==> src/rtl/qcnt_pkg.sv <==
package qcnt_pkg;
    typedef enum logic [2:0] {
        ACT_KEEP,
        ACT_LOAD,
        ACT_CLEAR,
        ACT_UP,
        ACT_DOWN
    } cnt_act_e;

    typedef enum logic {
        CO_WATCH,
        CO_HELD
    } coin_state_e;

    typedef enum logic [1:0] {
        WSEL_PRE  = 2'd0,
        WSEL_CMPA = 2'd1,
        WSEL_CMPB = 2'd2,
        WSEL_NONE = 2'd3
    } wsel_e;
endpackage

==> src/rtl/qcnt_edge_sync.sv <==
module qcnt_edge_sync #(
    parameter int N = 5
) (
    input  logic         clk,
    input  logic         rst_n,
    input  logic [N-1:0] pins,
    output logic [N-1:0] lvl,
    output logic [N-1:0] rise,
    output logic [N-1:0] fall
);
    logic [N-1:0] s0_q, s1_q, prev_q;

    always_ff @(posedge clk or negedge rst_n) begin
        if (!rst_n) begin
            s0_q   <= '0;
            s1_q   <= '0;
            prev_q <= '0;
        end else begin
            s0_q   <= pins;
            s1_q   <= s0_q;
            prev_q <= s1_q;
        end
    end

    assign lvl  = s1_q;
    assign rise = s1_q & ~prev_q;
    assign fall = ~s1_q & prev_q;
endmodule

==> src/rtl/qcnt_coin_unit.sv <==
module qcnt_coin_unit
    import qcnt_pkg::*;
#(
    parameter int W = 24
) (
    input  logic         clk,
    input  logic         rst_n,
    input  logic [W-1:0] count,
    input  logic [W-1:0] cmp,
    input  logic         hold_mode,
    input  logic         ack,
    output logic         coin,
    output logic         match_n
);
    coin_state_e state_q, state_d;
    logic        eq;

    assign eq = (count == cmp);

    always_comb begin
        state_d = state_q;
        unique case (state_q)
            CO_WATCH: if (hold_mode && eq && !ack) state_d = CO_HELD;
            CO_HELD:  if (ack || !hold_mode)       state_d = CO_WATCH;
            default:  state_d = CO_WATCH;
        endcase
    end

    always_ff @(posedge clk or negedge rst_n) begin
        if (!rst_n) state_q <= CO_WATCH;
        else        state_q <= state_d;
    end

    always_comb begin
        match_n = !eq;
        coin    = hold_mode ? (state_q == CO_HELD) : eq;
    end

    AST_HELD_STICKY: assert property (@(posedge clk) disable iff (!rst_n)
        (hold_mode && coin && !ack) |=> (!hold_mode || coin));
    AST_ACK_RELEASE: assert property (@(posedge clk) disable iff (!rst_n)
        (hold_mode && ack) |=> (!hold_mode || !coin));
    AST_HELD_NEEDS_MATCH: assert property (@(posedge clk) disable iff (!rst_n)
        (hold_mode && !coin && !eq) |=> (!hold_mode || !coin));
endmodule

==> src/rtl/qcnt_compare.sv <==
module qcnt_compare
    import qcnt_pkg::*;
#(
    parameter int W = 24
) (
    input  logic         clk,
    input  logic         rst_n,
    input  logic         up_stb,
    input  logic         dn_stb,
    input  logic         load_pin,
    input  logic         latch_pin,
    input  logic         idx_z,
    input  logic         idx_a,
    input  logic         idx_b,
    input  logic         clr_on_fall,
    input  logic         wr_en,
    input  logic [1:0]   wr_sel,
    input  logic [W-1:0] wr_data,
    input  logic         hold_a,
    input  logic         hold_b,
    input  logic         ack_a,
    input  logic         ack_b,
    output logic [W-1:0] count,
    output logic [W-1:0] latch_val,
    output logic         coin_a,
    output logic         coin_b,
    output logic         match_a_n,
    output logic         match_b_n
);
    localparam int NPIN  = 5;
    localparam int P_LD  = 0;
    localparam int P_LT  = 1;
    localparam int P_Z   = 2;
    localparam int P_A   = 3;
    localparam int P_B   = 4;
    localparam int NCMP  = 2;

    logic [NPIN-1:0] pin_lvl, pin_rise, pin_fall;
    logic [W-1:0]    cnt_q, cnt_d, pre_q, ltc_q;
    logic [W-1:0]    cmp_q [NCMP];
    logic            load_evt, latch_evt, clr_evt, a_edge;
    cnt_act_e        act;
    logic [NCMP-1:0] hold_v, ack_v, coin_v, match_v;

    qcnt_edge_sync #(.N(NPIN)) u_sync (
        .clk   (clk),
        .rst_n (rst_n),
        .pins  ({idx_b, idx_a, idx_z, latch_pin, load_pin}),
        .lvl   (pin_lvl),
        .rise  (pin_rise),
        .fall  (pin_fall)
    );

    assign load_evt  = pin_rise[P_LD];
    assign latch_evt = pin_rise[P_LT];
    assign a_edge    = clr_on_fall ? pin_fall[P_A] : pin_rise[P_A];
    assign clr_evt   = a_edge && pin_lvl[P_Z] && !pin_lvl[P_B];

    always_comb begin
        if (load_evt)                act = ACT_LOAD;
        else if (clr_evt)            act = ACT_CLEAR;
        else if (up_stb && !dn_stb)  act = ACT_UP;
        else if (dn_stb && !up_stb)  act = ACT_DOWN;
        else                         act = ACT_KEEP;
    end

    always_comb begin
        cnt_d = cnt_q;
        unique case (act)
            ACT_LOAD:  cnt_d = pre_q;
            ACT_CLEAR: cnt_d = '0;
            ACT_UP:    cnt_d = cnt_q + 1'b1;
            ACT_DOWN:  cnt_d = cnt_q - 1'b1;
            ACT_KEEP:  cnt_d = cnt_q;
            default:   cnt_d = cnt_q;
        endcase
    end

    always_ff @(posedge clk or negedge rst_n) begin
        if (!rst_n) begin
            cnt_q <= '0;
            ltc_q <= '0;
        end else begin
            cnt_q <= cnt_d;
            if (latch_evt) ltc_q <= cnt_q;
        end
    end

    always_ff @(posedge clk or negedge rst_n) begin
        if (!rst_n) begin
            pre_q    <= '0;
            cmp_q[0] <= '0;
            cmp_q[1] <= '0;
        end else if (wr_en) begin
            unique case (wsel_e'(wr_sel))
                WSEL_PRE:  pre_q    <= wr_data;
                WSEL_CMPA: cmp_q[0] <= wr_data;
                WSEL_CMPB: cmp_q[1] <= wr_data;
                WSEL_NONE: ;
                default:   ;
            endcase
        end
    end

    assign hold_v = {hold_b, hold_a};
    assign ack_v  = {ack_b, ack_a};

    for (genvar g = 0; g < NCMP; g++) begin : g_cmp
        qcnt_coin_unit #(.W(W)) u_coin (
            .clk       (clk),
            .rst_n     (rst_n),
            .count     (cnt_q),
            .cmp       (cmp_q[g]),
            .hold_mode (hold_v[g]),
            .ack       (ack_v[g]),
            .coin      (coin_v[g]),
            .match_n   (match_v[g])
        );
    end

    assign count     = cnt_q;
    assign latch_val = ltc_q;
    assign coin_a    = coin_v[0];
    assign coin_b    = coin_v[1];
    assign match_a_n = match_v[0];
    assign match_b_n = match_v[1];

    AST_LOAD_WINS: assert property (@(posedge clk) disable iff (!rst_n)
        load_evt |=> (count == $past(pre_q)));
    AST_LATCH_OLD: assert property (@(posedge clk) disable iff (!rst_n)
        latch_evt |=> (latch_val == $past(count)));
    AST_CLEAR_ZERO: assert property (@(posedge clk) disable iff (!rst_n)
        (clr_evt && !load_evt) |=> (count == '0));
    AST_UP_STEP: assert property (@(posedge clk) disable iff (!rst_n)
        (!load_evt && !clr_evt && up_stb && !dn_stb) |=> (count == $past(count) + 1'b1));
    AST_IDLE_HOLD: assert property (@(posedge clk) disable iff (!rst_n)
        (!load_evt && !clr_evt && (up_stb == dn_stb)) |=> $stable(count));
endmodule

==> config.mk <==
export PLATFORM = sky130hd
export DESIGN_NAME = qcnt_compare
export DESIGN_NICKNAME = d
export VERILOG_FILES = /design/src/rtl/qcnt_pkg.sv /design/src/rtl/qcnt_edge_sync.sv /design/src/rtl/qcnt_coin_unit.sv /design/src/rtl/qcnt_compare.sv
export SDC_FILE = /design/constraint.sdc
export NUM_CORES = 1
export LEC_CHECK = 0
export BUFFER_PORTS_ARGS = -buffer_cell sky130_fd_sc_hd__buf_4
export CAP_MARGIN = 10
export CORE_MARGIN = 5
export CORE_UTILIZATION = 45
export CTS_CLUSTER_SIZE = 28
export DETAILED_ROUTE_END_ITERATION = 10
export GPL_TIMING_DRIVEN = 1
export SLEW_MARGIN = 10
export SYNTH_ARGS = -nofsm -noshare
export SYNTH_HDL_FRONTEND = slang
export SYNTH_HIERARCHICAL = 1
export SYNTH_SLANG_ARGS = --single-unit
==> constraint.sdc <==
create_clock -name clk -period 6.6 [get_ports clk]
set_input_delay 0.33 -clock clk [delete_from_list [all_inputs] [get_ports clk]]
set_output_delay 0.33 -clock clk [all_outputs]
set_load 0.02 [all_outputs]
== Yosys cells after proc, flatten, opt, wreduce, memory -nomap -nowiden ==
Cells that the tools add are included.
Widths: inputs -> output; s select.
Operators by class
  $lt $le $gt $ge: 0
  bitwise operators: 6
  $add $sub $neg: 2
  reductions and logical operators: 24
  div/mod/pow operators: 0
  eq/ne operators: 8
  shifts and indexed selects: 0
  $mul: 0
  muxes and demuxes: 14
Operators by type and width (number)
  $pmux 24 s4: 1
  $eq 24x24->1: 2
  $add 24x1->24 const B: 1
  $sub 24x1->24 const B: 1
  $mux 3: 4
  $logic_not 1->1: 9
  $and 4x4->4: 2
  $logic_and 1x1->1: 8
  $not 4->4: 2
  $mux 1: 7
  $eq 3x2->1 const B: 2
  $reduce_and 2->1: 3
  $pmux 1 s2: 2
  $reduce_bool 4->1: 1
  $eq 3x1->1 const B: 1
  $eq 3x3->1 const B: 1
  $eq 2x1->1 const B: 1
  $eq 2x2->1 const B: 1
  $logic_not 2->1: 1
  $logic_or 1x1->1: 2
  $not 1->1: 2
Storage, ports and cells
  bits in latches: 0
  output and inout port bits: 52
  RAM bits: 0
  memories kept: 0
  logic and storage cells: 64
  register bits: 136
  bits of input ports: 41
  ROM bits: 0

== Depth between registers and ports, before layout ==
Gate-level depths: netlist (run 1).
  depth after elaboration: 9
  depth in mapped cells: 17
  depth with buffers taken out: 14

== Hierarchy ==
Netlist (run 1), hierarchy kept.
Modules (own cells, without submodules)
  qcnt_compare: cells each 507, area an instance 5980.7 um2, instances 1, sequential area each 3002.9 um2
  qcnt_coin_unit: cells each 39, area an instance 337.8 um2, instances 2, sequential area each 25.0 um2
  qcnt_edge_sync: cells each 25, area an instance 462.9 um2, instances 1, sequential area each 375.4 um2

== Worst setup path before layout (run 1) ==
Ideal clock, no wire load.
  kind: flip-flop to flip-flop
  from: reg u_sync.s1_q[3] (netlist: u_sync/lvl[3])
  to: reg cnt_q[16] (netlist: count[16])
  buffers on the path: 2
  setup time: 120 ps
  data arrival time: 3607 ps
  setup slack: 2873 ps
  clock period less this slack: 3727 ps
  data required time: 6480 ps
  stages on the path, launching flop included: 16
  cell sequence: dfrtp_1 > and2b_2 > mux2_1 > and3b_1 > clkbuf_1 > nor2_1 > buf_2 > nand2_1 > inv_1 > ha_1 > a21oi_2 > nor2b_1 > o311ai_2 > a2111oi_2 > or4b_1 > and3_1
On the way
  cells in the longest elaborated chain, start to end: 9
  elaborated cells between the ends (all ways): 14
  those cells by class: 4 x eq/ne; 4 x mux; 3 x bitwise; 3 x reduce/logical
Ends and longest elaborated chain
  start: declaration: line qcnt_edge_sync.sv:11  | logic [N-1:0] s0_q, s1_q, prev_q;
  start signal: assignment: line qcnt_edge_sync.sv:20  | s1_q <= s0_q;
  $not 4->4 *: line qcnt_edge_sync.sv:27  | assign fall = ~s1_q & prev_q;
  $and 4x4->4 *: line qcnt_edge_sync.sv:27
  named net pin_fall[3]: line qcnt_compare.sv:38  | logic [NPIN-1:0] pin_lvl, pin_rise, pin_fall;
  $mux 1 *: line qcnt_compare.sv:56  | assign a_edge = clr_on_fall ? pin_fall[P_A] : pin_rise[P_A];
  $logic_and 1x1->1 * (2 in a row): line qcnt_compare.sv:57  | assign clr_evt = a_edge && pin_lvl[P_Z] && !pin_lvl[P_B];
  $mux 3 *: line qcnt_compare.sv:61  | else if (clr_evt) act = ACT_CLEAR;
  $mux 3 *: line qcnt_compare.sv:60  | if (load_evt) act = ACT_LOAD;
  $eq 3x3->1 (tied with other cells): line qcnt_compare.sv:69  | unique case (act)
  $pmux 24 s4 or $reduce_bool 4->1 (tied branches)
  end signal: assignment: line qcnt_compare.sv:84  | cnt_q <= cnt_d;
  end: declaration: line qcnt_compare.sv:39  | logic [W-1:0] cnt_q, cnt_d, pre_q, ltc_q;
Mark *: on every way through the listed nets, which the timed path passes. The rest lies on a longest branch.
A chain may end at the register's enable or synchronous reset.

== Worst setup path in the final report (run 1) ==
Same ends and word-level chain as after synthesis.

==> results.md, run 1 <==
- The part of the cycle the worst path needs is 0.690.
- The transition at the pin with the smallest max-transition slack is 1.02 ns.
- The class of the tightest hold or removal check is in -> reg.
- The placement-stage cell area is 0.00792 mm^2.
- The cell area after synthesis is roughly 0.0070 mm^2.
- The number of antenna diodes in the final layout is 0.
- The flow ran to the end, and the final reports show no timing, DRC or antenna violations.
- Dividing total power by cell area gives a power density of approximately 400 mW/mm^2.
- The tree built by TritonCTS fans out to between 100 and 150 sinks.
- The element type at the critical path end is a flip-flop.
- The post-cts sizing count is 0.
- Relative to the synthesized area, the layout overhead comes to 22.3%.
- The library cell used most frequently in the layout, excluding fill and tap cells, is dfrtp_1.
- The final hold slack is 0.156 ns.
- The switching part of the total is 0.374.
- 93 I/O pins were placed.
- The fraction of the core area covered by cells at the end of the flow is 0.562.
- In this run the horizontal extent of the chip is 135 um.
- The number of max-slew violations in the final report is 0.
- The last weighted congestion value of the routability-driven placer is 0.857.
- The cell area after layout is between 0.008 and 0.009 mm^2.
- The worst setup path is of the reg -> reg kind.
- In this run, CTS created clock tree buffers numbering 17.
- The number of nets in the layout is 765.
- The highest clock frequency the design can meet is 220 MHz.
- The initial antenna violation count is 0.
- The count of endpoints failing hold in the final timing report is 0.
- The average vias per placed instance is about 5.5.
- The total setup violations reported at the end of the flow is 0.
- The fraction of layout instances using a drive strength above 1 is 0.346.
- The count of maximum capacitance violations is 0.
- The share of total power in the clock network is 0.286.
- The number of DRC markers in iteration 0 is 210.
- The clock insertion delay at the later pin of the skew report is 0.42 ns.
- The critical path data arrival time is 4.87 ns.
- Of all nets on the critical path, the largest fanout is 22.
- STA classifies the critical path startpoint as a flip-flop.
- In this run the power spent charging and discharging nets is 1.27 mW.
- The wire length after detailed routing is 19,000 um.
- For this configuration, the core starts out at a cell density of 0.460.
- The cell count after synthesis is 602.
- Synthesis produced a netlist with a net count of 666.
- The first-pass GRT wire length is 30,300 um.
- The floorplan step defined a die boundary enclosing 0.0182 mm^2.
- In the global route stage, overall resource usage came out at 0.219.
- At the worst endpoint, the required time is 6.92 ns.
- For this run, the detailed router's first-pass iteration total came to 5.
- The number of cells in the finished layout apart from fillers is 925.
- The die is ~130 um tall.
- The post-CTS repair timing setup buffer count is 0.
- The clock passes through at most 2 buffers.
- Across the VDD grid, the largest voltage drop is 225 uV.
- In the layout the commonest cells are 135 x dfrtp_1, 96 x mux2_2, 96 x buf_4, 57 x xor2_1, 42 x nand2_1.
- The largest net degree at the start of global routing is a little over 80.
- Setup repair after global routing left no endpoint under its margin.
- After floorplanning, the core was sized to cover 0.0153 mm^2.
- The final route contains 5,116 vias.
- Across the routed clock network, the largest skew measured is between 0.01 and 0.015 ns.
- The logic gate share of total power is 0.338.
- TritonCTS built the clock tree.
- The final routed wire length divided by cell count is 20.5 um.
- The overall power consumption is 3.40 mW.
- The antenna violation net count after detailed routing is 0.
- The worst setup slack after placement is 2.07 ns.
- The final-layout setup total negative slack is 0 ns.
- The internal power consumption is approximately 2.1 mW.
- After global routing the overflow that remains totals 0.
- The smallest setup slack after layout is 2.05 ns.
- CTS built an H-tree with a depth of 4.
- The sequential fraction of design power is 0.375.
- The average instance in the mapped netlist occupies 11.7 um^2.
- After detailed routing, the number of remaining DRC violations is 0.
- The leakage power is 3.87 nW.
- The count of buffers added on input and output ports is just over 90.
- The headroom to the max-slew limit is 0.321.
- Once detailed placement completed, the half-perimeter wirelength came to 13,800 um.
- The Yosys step of the flow raised 6 warnings.
- The total placed cells including tap cells is 887.
- The via count of the first global-routing pass is 5,367.
- The root buffer cell chosen for the clock tree is clkbuf_16.
- Row generation in the floorplan step produced 45 rows.
- After clock tree synthesis, the clock-pin slew on the worst setup and hold paths is 0.07 ns.
- The clock period minus worst slack is ~4.6 ns.
[worst max-delay path: stages, from the launching register on]
cell	delay, ns
dfrtp_1	0.35
and2b_2	0.21
mux2_1	0.30
and3b_1	0.25
nor2_1	0.60
nand2_1	0.20
inv_1	0.68
ha_1	0.49
a21oi_2	0.21
nor2b_1	0.09
nor4b_4	0.26
a2111oi_2	0.16
or4b_1	0.51
and3_1	0.15
[area by class of cell]
type,instances,area [um^2]
clock inverter,14,163
timing repair buffer,103,792
clock buffer,18,439
fill,1301,6680
inverter,9,33.8
multi-input combinational,435,3510
sequential,135,3380
tap,211,264
[worst paths after layout]
| kind | startpoint | end | slack [ns] | cells past startpoint |
|---|---|---|---|---|
| min in group asynchronous | rst_n | pre_q[7] | 0.44 | 2 |
| min | wr_data[20] | cmp_q[20] | 0.16 | 2 |
| max | u_sync/lvl[3] | count[16] | 2.05 | 13 |
| max in group asynchronous | rst_n | latch_val[19] | 4.76 | 3 |
| max reg2reg | u_sync/lvl[3] | count[16] | 2.05 | 13 |
| min reg2reg | u_sync/s0_q[3] | u_sync/lvl[3] | 0.35 | 0 |
[state kept, by name, indices dropped and copies added (netlist names)]
register,flops
count,24
u_sync/prev_q,3
g_cmp.u_coin/state_q,2
u_sync/lvl,5
pre_q,24
u_sync/s0_q,5
cmp_q,48
latch_val,24
[what timing repair did]
action	in CTS	in global routing
endpoints found under the hold margin	60	0
hold buffers	6	0
endpoints found under the setup margin	0	0
[power groups by stage]
stage	combinational [mW]	sequential, mW	clock [mW]
global placement	1.14	1.28	0
CTS	1.16	1.28	0.992
floorplan	0.615	1.34	0
detailed placement	1.14	1.29	0
finish	1.15	1.28	0.974
global route	1.25	1.31	1.03
[layer usage]
layer / wire length [um] / vias up / GRT usage
li1: - / 2391 / -
met1: 8640 / 2587 / 0.295
met2: 9200 / 115 / 0.353
met3: 767 / 23 / 0.0529
met4: 352 / 0 / 0.0628
met5: 0 / - / 0
Note: power is estimated with default switching activity, not from simulation.
==> run 2, diff against run 1 <==
PLACE_DENSITY = 0.67   (was unset)
clock period = 4.1 ns   (was 6.6 ns; I/O delays follow)
==> results.md, run 2 (same netlist as run 1, synthesis figures left out) <==
- The growth of design area from synthesis to finish is 22.3% (about the same).
- The wire length after detailed routing was 18,400 um (was 19,000 um).
- The count of vias placed by the detailed router is 5,133 (was 5,116).
- The type of element launching the critical path is a flip-flop (unchanged).
- The final-layout setup total negative slack came to 0 ns (unchanged).
- Outcome: finished, final reports clean (unchanged).
- The worst reg2reg path depth is 14 (was 13).
- The root buffer selected by CTS is clkbuf_16 (unchanged).
- The detailed placer's ending HPWL is 13,600 um (was 13,800 um).
- The full die area was 0.0182 mm^2 (unchanged).
- The number of nets in the layout is 768 (was 765).
- The element type at the critical path end was a flip-flop (unchanged).
- The worst-case clock buffer depth is 2 (unchanged).
- The delay of the slowest cell on the worst path is 0.46 ns (was 0.68 ns).
- The number of DRC markers in iteration 0 is 330 (was 210).
- The class of the tightest hold or removal check is in -> reg (unchanged).
- The remaining global-route overflow is 0 (unchanged).
- The most common library cell in the layout ignoring fill and taps is dfrtp_1 (unchanged).
- The antenna violation net count after detailed routing came to 0 (unchanged).
- The number of H-tree levels is 4 (unchanged).
- The initial antenna violation count came to 0 (unchanged).
- The clock period minus worst slack is 3.82 ns (was 4.55 ns).
- The final routed DRC violation total came to 0 (unchanged).
- The worst setup slack after placement was 0.359 ns (was 2.07 ns).
- The critical path data arrival time is 4.18 ns (was 4.87 ns).
- The CTS tree was done (unchanged).
- Most used cells in the layout excluding fill and tap cells: 135 x dfrtp_1, 99 x buf_4, 96 x mux2_2, 57 x xor2_1, 42 x nand2_1 (was 135 x dfrtp_1, 96 x mux2_2, 96 x buf_4, 57 x xor2_1, 42 x nand2_1).
- The maximum vdd drop was 382 uV (was 225 uV).
- The area of the core is 0.0153 mm^2 (unchanged).
- The post-CTS repair timing setup buffer count came to 0 (unchanged).
- The number of sinks handled by clock tree synthesis is 135 (unchanged).
- The final hold slack is 0.0334 ns (was 0.156 ns).
- The number of detailed-routing iterations run before antenna repair is 4 (was 5).
- The highest clock frequency the design can meet is 262 MHz (was 220 MHz).
- The maximum net fanout on the critical path was 11 (was 22).
- The smallest setup slack after layout is 0.279 ns (was 2.05 ns).
- The total clock buffers created by CTS came to 17 (unchanged).
- The overall power consumption is 5.37 mW (was 3.40 mW).
- The part of the cycle the worst path needs was 0.932 (was 0.690).
- The I/O pin count is 93 (unchanged).
- The register-to-register setup slack is 0.28 ns (was 2.05 ns).
- The number of input and output port buffers inserted is 92 (unchanged).
- The clock insertion delay at the later pin of the skew report is 0.42 ns (about the same).
- The flip-flop count of the largest register, all copies and words added is 48 (unchanged).
- The x dimension of the die is 135 um (unchanged).
- The leakage power is 3.88 nW (was 3.87 nW).
- The worst-path cell with the longest stage delay is o31ai_1 (was inv_1).
- The total power density per cell area is 626 mW/mm^2 (was 397 mW/mm^2).
- The clock transition at the registers of the reported paths was 0.06 ns (was 0.07 ns).
- The register name with the most flops was cmp_q (unchanged).
- The via count of the first global-routing pass came to 5,245 (was 5,367).
- The count of endpoints failing hold in the final timing report came to 0 (unchanged).
- The start point of the critical path is u_sync/lvl[3] (unchanged).
- The number of max-slew violations in the final report is 0 (unchanged).
- The post-route clock skew is 0.0113 ns (was 0.0105 ns).
- Unrepaired setup endpoints after global routing: no (unchanged).
- The launch point of the worst reg-to-reg path is u_sync/lvl[3] (unchanged).
- The antenna cell count is 0 (unchanged).
- The capturing element of the worst setup path is count[13] (was count[16]).
- The transition at the pin with the smallest max-transition slack is 0.840 ns (was 1.02 ns).
- Critical path cell sequence: and2b_2, mux2_1, and3b_1, nor2_1, nand2_1, inv_1, ha_1, a21oi_2, and2_1, a21oi_2, o211ai_1, a21boi_1, o31ai_1, a22o_1 (was and2b_2, mux2_1, and3b_1, nor2_1, nand2_1, inv_1, ha_1, a21oi_2, nor2b_1, nor4b_4, a2111oi_2, or4b_1, and3_1).
- The count of maximum capacitance violations is 0 (unchanged).
- The fraction of layout instances using a drive strength above 1 is 0.349 (was 0.346).
- The standard-cell row count is 45 (unchanged).
- The cell that appears most often on the critical path is a21oi_2.
- The cts-stage hold buffer count is 6 (unchanged).
- The type of the setup path with the least slack is reg -> reg (unchanged).
- The total placed cells including tap cells came to 890 (was 887).
- The average vias per placed instance is 5.53 (about the same).
- The number of cells in the finished layout apart from fillers is 928 (was 925).
- The headroom to the max-slew limit was 0.440 (was 0.321).
- The destination of the worst register-to-register timing path is count[13] (was count[16]).
- The last weighted congestion value of the routability-driven placer is 0.858 (was 0.857).
- The total setup violations reported at the end of the flow was 0 (unchanged).
- The largest net degree at the start of global routing came to 94 (was 81).
- The starting density of the core is 0.460 (unchanged).
- The post-cts sizing count came to 0 (unchanged).
- The overall fraction of global-route tracks in use is 0.209 (was 0.219).
- The final routed wire length divided by cell count was 19.9 um (was 20.5 um).
- The required time of the critical path is 4.46 ns (was 6.92 ns).
- The first-pass GRT wire length is 29,100 um (was 30,300 um).
- The die height was 135 um (unchanged).
==> run 2: metrics by stage <==
stage	utilization	cell area (um^2)
finish	0.562	8580
global route	0.562	8580
CTS	0.562	8580
detailed placement	0.520	7940
global placement	0.520	7940
floorplan	-	7020
==> run 2: critical path, delay by kind of cell, from the launching register on <==
kind | cells | cell delay (ns)
AOI/OAI and AO/OA | 6 | 1.45
adders and majority gates | 1 | 0.37
buffers and inverters | 1 | 0.32
DFF | 1 | 0.35
muxes | 1 | 0.31
and+or+nand+nor | 5 | 0.93
==> run 2: layout make-up <==
type | instances | area, um^2
fillers | 1335 | 6680
multi-input cells | 435 | 3510
flip-flops and latches | 135 | 3380
repair buffers | 106 | 815
clock buffers | 18 | 439
well taps | 211 | 264
clock inverters | 14 | 139
inverters | 9 | 33.8
==> run 2: power by group <==
group | leakage (nW) | internal (mW) | switching [mW]
clock network | 0.282 | 0.865 | 0.609
logic | 1.96 | 0.844 | 1.00
registers | 1.63 | 1.66 | 0.390
total | 3.88 | 3.37 | 2.00
==> run 2: how the worst min path moves through the flow <==
stage | startpoint | end | slack (ns) | depth (start not counted)
after global routing | wr_data[22] | pre_q[22] | 0.02 | 2
final | wr_data[22] | cmp_q[22] | 0.03 | 2
after CTS | wr_data[22] | cmp_q[22] | 0.02 | 2
after detailed placement | latch_pin | u_sync/s0_q[1] | 0.32 | 1
after floorplan | rst_n | cmp_q[0] | -0.09 | 0
after global placement | idx_b | u_sync/s0_q[4] | 0.31 | 1
==> run 2: metal layers <==
metal  vias to the layer above  track usage  share of wire
li1                       2397            -              -
met1                      2564        0.281           0.45
met2                       143        0.334           0.48
met3                        29       0.0391          0.048
met4                         0       0.0837          0.025
met5                         -            0              0
